===== src/rtl/dffseq_pkg.sv =====
package dffseq_pkg;

    // Fetch width mode encodings
    localparam logic [1:0] WM_NARROW = 2'd0;
    localparam logic [1:0] WM_QUAD   = 2'd3;

    // Resolution encodings
    localparam logic [1:0] RES_LOW  = 2'd0;
    localparam logic [1:0] RES_HIGH = 2'd1;

    // Per-line fetch shape derived from the mode inputs
    typedef struct packed {
        logic [1:0] div_log2;   // log2 of slots per fetch
        logic [1:0] bpf_log2;   // log2 of bytes per fetch
    } fetch_shape_t;

endpackage


===== src/rtl/dffseq_geom.sv =====
module dffseq_geom
    import dffseq_pkg::*;
#(
    parameter int HW        = 8,
    parameter int CLAMP_POS = 'hD6
) (
    input  logic [HW-1:0] start_pos,
    input  logic [HW-1:0] stop_pos,
    input  logic          gen_sel,
    input  logic [1:0]    width_mode,
    input  logic [1:0]    res_sel,
    output logic [HW-1:0] first_slot,
    output logic [HW-1:0] last_slot,
    output fetch_shape_t  shape
);
    localparam logic [HW-1:0] CLAMP = HW'(CLAMP_POS);

    logic [HW-1:0] mask;
    logic [HW-1:0] end_pos;
    logic [2:0]    unit_log2;
    logic [HW:0]   unit_m1;
    logic [HW:0]   rounded;

    always_comb begin
        mask = gen_sel ? {{(HW-1){1'b1}}, 1'b0} : {{(HW-2){1'b1}}, 2'b00};
        first_slot = start_pos & mask;
        end_pos = stop_pos & mask;
        if (end_pos > CLAMP) end_pos = CLAMP;

        unique case (width_mode)
            WM_NARROW: unit_log2 = 3'd3;
            WM_QUAD: begin
                if (res_sel == RES_LOW)       unit_log2 = 3'd5;
                else if (res_sel == RES_HIGH) unit_log2 = 3'd4;
                else                          unit_log2 = 3'd3;
            end
            default:   unit_log2 = (res_sel == RES_LOW) ? 3'd4 : 3'd3;
        endcase

        shape.div_log2 = 2'(unit_log2 - 3'd3);
        unique case (width_mode)
            WM_NARROW: shape.bpf_log2 = 2'd1;
            WM_QUAD:   shape.bpf_log2 = 2'd3;
            default:   shape.bpf_log2 = 2'd2;
        endcase

        unit_m1   = ((HW+1)'(1) << unit_log2) - (HW+1)'(1);
        rounded   = ({1'b0, end_pos} + unit_m1) & ~unit_m1;
        last_slot = rounded[HW-1:0];
    end
endmodule


===== src/rtl/dffseq_gate.sv =====
module dffseq_gate
    import dffseq_pkg::*;
#(
    parameter int HW = 8
) (
    input  logic [HW-1:0] hpos,
    input  logic          line_start,
    input  logic [HW-1:0] first_slot,
    input  logic [HW-1:0] last_slot,
    input  fetch_shape_t  shape,
    output logic          fetch_stb
);
    logic [HW-1:0] phase_mask;
    logic          in_window;
    logic          on_phase;

    always_comb begin
        phase_mask = (HW'(1) << shape.div_log2) - HW'(1);
        in_window  = (hpos >= first_slot) && (hpos < last_slot);
        on_phase   = (hpos & phase_mask) == '0;
        fetch_stb  = in_window && on_phase && !line_start;
    end
endmodule


===== src/rtl/dffseq_top.sv =====
module dffseq_top
    import dffseq_pkg::*;
#(
    parameter int HW        = 8,
    parameter int CLAMP_POS = 'hD6,
    localparam int FCW      = HW + 1,
    localparam int BCW      = HW + 4
) (
    input  logic           clk,
    input  logic           rst_n,
    input  logic [HW-1:0]  hpos,
    input  logic           line_start,
    input  logic [HW-1:0]  start_pos,
    input  logic [HW-1:0]  stop_pos,
    input  logic           gen_sel,
    input  logic [1:0]     width_mode,
    input  logic [1:0]     res_sel,
    output logic           fetch_stb,
    output logic [HW-1:0]  first_slot,
    output logic [HW-1:0]  last_slot,
    output logic [FCW-1:0] fetch_count,
    output logic [BCW-1:0] byte_count
);
    typedef struct packed {
        logic [HW-1:0]  first;
        logic [HW-1:0]  last;
        fetch_shape_t   shape;
        logic [FCW-1:0] fcnt;
        logic [BCW-1:0] bcnt;
    } state_t;

    state_t        st_d, st_q;
    logic [HW-1:0] geom_first;
    logic [HW-1:0] geom_last;
    fetch_shape_t  geom_shape;
    logic          stb;

    dffseq_geom #(.HW(HW), .CLAMP_POS(CLAMP_POS)) u_geom (
        .start_pos  (start_pos),
        .stop_pos   (stop_pos),
        .gen_sel    (gen_sel),
        .width_mode (width_mode),
        .res_sel    (res_sel),
        .first_slot (geom_first),
        .last_slot  (geom_last),
        .shape      (geom_shape)
    );

    dffseq_gate #(.HW(HW)) u_gate (
        .hpos       (hpos),
        .line_start (line_start),
        .first_slot (st_q.first),
        .last_slot  (st_q.last),
        .shape      (st_q.shape),
        .fetch_stb  (stb)
    );

    always_comb begin
        st_d = st_q;
        if (line_start) begin
            st_d.first = geom_first;
            st_d.last  = geom_last;
            st_d.shape = geom_shape;
            st_d.fcnt  = '0;
            st_d.bcnt  = '0;
        end else if (stb) begin
            st_d.fcnt = st_q.fcnt + FCW'(1);
            st_d.bcnt = st_q.bcnt + (BCW'(1) << st_q.shape.bpf_log2);
        end
    end

    always_ff @(posedge clk or negedge rst_n) begin
        if (!rst_n) st_q <= '0;
        else        st_q <= st_d;
    end

    assign fetch_stb   = stb;
    assign first_slot  = st_q.first;
    assign last_slot   = st_q.last;
    assign fetch_count = st_q.fcnt;
    assign byte_count  = st_q.bcnt;
endmodule


===== config.mk =====
export PLATFORM = sky130hd
export DESIGN_NAME = dffseq_top
export DESIGN_NICKNAME = d
export VERILOG_FILES = /design/src/rtl/dffseq_pkg.sv /design/src/rtl/dffseq_geom.sv /design/src/rtl/dffseq_gate.sv /design/src/rtl/dffseq_top.sv
export SDC_FILE = /design/constraint.sdc
export NUM_CORES = 1
export LEC_CHECK = 0
export BUFFER_PORTS_ARGS = -buffer_cell sky130_fd_sc_hd__buf_2
export CAP_MARGIN = 20
export CORE_MARGIN = 5
export CORE_UTILIZATION = 50
export DETAILED_ROUTE_END_ITERATION = 6
export PLACE_DENSITY = 0.75
export RECOVER_POWER = 100
export SLEW_MARGIN = 5
export SYNTH_ARGS = -nofsm -noshare
export SYNTH_HDL_FRONTEND = slang
export SYNTH_SLANG_ARGS = --single-unit

===== constraint.sdc =====
create_clock -name clk -period 5.2 [get_ports clk]
set_clock_uncertainty 0.05 [all_clocks]
set_input_delay 1.04 -clock clk [delete_from_list [all_inputs] [get_ports clk]]
set_output_delay 1.04 -clock clk [all_outputs]
set_load 0.01 [all_outputs]

==> metrics.md <==
| Metric | Value |
|---|---|
| Clock sink count | 39 |
| Core Footprint | 5990 um2 |
| Post-route cell area | 3260 um2 |
| Setup tns final | 0 ns |
| Routability cong. | 0.801 |
| Die H | 88.9 um |
| Worst skew pair latency | 0.29 ns |
| Initial antenna violation count | 0 |
| Gate power share | 0.379 |
| PnR worst setup slack | 0.869 ns |
| Via Count | 2411 |
| Slew headroom | -0.582 |
| Failing checks | max-capacitance violations, max-slew violations |
| Power density over cell area | 281 nW/um2 |
| Synth unique cells | 52 |
| Die ar. | 7910 um2 |
| DP Worst Slack | 0.658 ns |
| IO Port Bufs | 65 |
| Primary FF master, synth | dfrtp_1 |
| Internal | 0.586 mW |
| Layout cells sized above 1 | 0.150 |
| Post-synthesis cell count | 353 |
| Rows | 28 |
| Synth async-reset ratio | 1.00 |
| Area of the mapped netlist | 3110 um2 |
| Hold Path Class | reg -> reg |
| WHS Path Cells | 2 |
| Post-route DRC | 0 |
| Clock Power Share | 0.226 |
| Total of max-cap violations | 2 |
| Top cells by area, synth | dfrtp_1, ha_1, buf_4 |
| Final slew viol count | 100 |
| Number of synthesized flops with an enable pin | 0 |
| Final-stage net count | 446 |
| Fmax | 231 MHz |
| CP Max Fanout | 7 |
| Detail Route Antenna Nets | 0 |
| Synthesis-to-finish area growth | 4.82% |
| Pleak | 1.59 nW |
| Vias in the first global route | 2323 |
| Synth area leader | dfrtp_1 |
| Total global routing overflow | 0 |
| Drt via density | 5.29 |
| Reg2reg path depth | 8 |
| Max IR drop VDD | 0.125 mV |
| Post-synthesis sequential area ratio | 0.313 |
| Hold Path Origin | last_slot[5] |
| Outcome | complete, but fails checks |
| Worst setup EP type | flip-flop |
| Drt wl/cell | 13.9 um |
| Switching Share | 0.360 |
| Multi-input logic area | 1700 um2 |
| Antenna Cells | 0 |
| Net Sw Power | 0.330 mW |
| Root Buffer | clkbuf_8 |
| Number of setup buffers added after CTS | 0 |
| Synth top area share | 0.313 |
| Flop pwr share | 0.395 |
| Top cells by count, synth | dfrtp_1, buf_4, ha_1, inv_1, nor2_1 |
| I/O pin cnt | 70 |
| Worst setup SP type | input port |
| Minimum clock period | 4.33 ns |
| Max clock buf depth | 2 |
| Starting DRT DRC Count | 135 |
| CTS tree | built |
| Yosys warning count | 0 |
| Drt first pass iters | 4 |
| WP data arrival | 4.36 ns |
| Fin crit share | 0.833 |
| Drt total wl | 6.33 mm |
| Final hold vios | 0 |
| Largest net degree at the start of global routing | 60 |
| Post-DP HPWL | 4.92 mm |
| Worst-path clk slew | 0.07 ns |
| Setup CP Type | in -> reg |
| RSZ-0062 raised after global routing | no |
| Overall power | 0.916 mW |
| Starting density of the core | 0.520 |
| R2r startpoint | st_q[24] |
| Setup crit start | width_mode[0] |
| First-pass GRT wire length | 10.4 mm |
| Count leader, synth | dfrtp_1 |
| Cts hold-fix bufs | 0 |
| Mean post-synth cell area | 8.82 um2 |
| CTS Buf Count | 5 |
| # setup viols final | 0 |
| Post-DP Area | 3230 um2 |
| Worst slew pin tran | 2.37 ns |
| Die W | 88.9 um |
| All-Layer GR Usage | 0.166 |
| Fillers | 580 |
| CP Data Required Time | 5.23 ns |
| # H-tree levels | 2 |
| Register area | 976 um2 |
| CTS-repair resized insts | 0 |
| Synth Register Bits | 39 |
[power by group through the flow]
| stage | sequential [mW] | combinational [mW] | clock, mW |
|---|---|---|---|
| after floorplan | 0.360 | 0.295 | 0 |
| after global placement | 0.365 | 0.341 | 0 |
| after detailed placement | 0.366 | 0.356 | 0 |
| after CTS | 0.360 | 0.358 | 0.213 |
| after global routing | 0.366 | 0.392 | 0.224 |
| final | 0.361 | 0.347 | 0.207 |
[per-layer routing]
layer	GRT usage	part of all wire	wire, um
met1	0.207	0.45	2830
met2	0.288	0.49	3100
met3	0.0258	0.046	294
met4	0.0618	0.016	102
met5	0	0	0
[metrics by stage]
stage          hold WS, ns   util  cells
2_1_floorplan        0.422      -    354
3_3_place_gp         0.448  0.539    449
3_5_place_dp         0.463  0.539    449
4_1_cts              0.479  0.553    456
5_1_grt              0.511  0.545    456
6_report             0.480  0.545    456
[critical path, cell delays in order]
cell and delay [ns]:
clkbuf_1 0.10, inv_1 0.05, ha_1 0.36, nor3b_1 0.18
a21oi_1 0.29, inv_1 0.12, ha_1 0.29, or4_1 0.55
nand3_1 0.15, ha_1 0.29, nor2b_1 0.15, o21ai_0 0.16
nand2b_1 0.11, a31oi_1 0.20, xor2_1 0.22, o22ai_1 0.11
[cell type report]
| class | instances | area share |
|---|---|---|
| clock buffer | 6 | 0.0253 |
| clock inverter | 1 | 0.00153 |
| inverter | 31 | 0.0356 |
| multi-input combinational | 237 | 0.521 |
| sequential | 39 | 0.299 |
| tap | 75 | 0.0287 |
| timing repair buffer | 67 | 0.0885 |
[placed cells by master, fill, tap and decap left out, drive strengths merged, types with 2 or more instances in the layout]
| master | synthesis | routed |
|---|---|---|
| a21o | 5 | 5 |
| o2111ai | 2 | 2 |
| a211o | 3 | 3 |
| a31o | 3 | 3 |
| mux2i | 4 | 4 |
| a211oi | 4 | 4 |
| xnor2 | 5 | 5 |
| o22ai | 3 | 3 |
| o21ai | 19 | 19 |
| fa | 2 | 2 |
| mux2 | 9 | 9 |
| ha | 31 | 31 |
| or4 | 2 | 2 |
| and2 | 6 | 6 |
| dfrtp | 39 | 39 |
| nor2 | 26 | 26 |
| conb | 1 | 2 |
| a21oi | 18 | 18 |
| buf | 40 | 28 |
| nand2b | 6 | 6 |
| and3 | 6 | 6 |
| a31oi | 3 | 3 |
| nand2 | 22 | 22 |
| clkbuf | 7 | 45 |
| inv | 31 | 31 |
| nand3b | 2 | 2 |
| xor2 | 4 | 4 |
| o31ai | 5 | 5 |
| or2 | 4 | 4 |
| nand4 | 5 | 5 |
| nor2b | 13 | 13 |
| nand3 | 10 | 10 |
[sequential cells by signal (all words and copies together), names as in the netlist]
name / count
byte_count: 12
st_q: 4
last_slot: 7
first_slot: 7
fetch_count: 9
[cell families (layout without fill, tap and decap cells)]
group           after synthesis  in the layout  synth area share
compound gates               74             74             0.160
xor+xnor                      9              9            0.0253
fa+ha+maj                    33             33             0.137
buf+inv                      78            105             0.141
flops                        39             39             0.313
mux                          13             13            0.0454
other cells                   1              2           0.00120
simple gates                106            106             0.176
[final timing paths]
path / to / slack (ns)
setup / recovery: last_slot[7] / 0.87
max in group asynchronous: st_q[24] / 2.60
hold / removal: last_slot[5] / 0.48
min in group asynchronous: fetch_count[3] / 1.30
hold reg to reg: last_slot[5] / 0.48
setup reg to reg: fetch_count[8] / 2.69
Power figures use the tool's default switching activity.
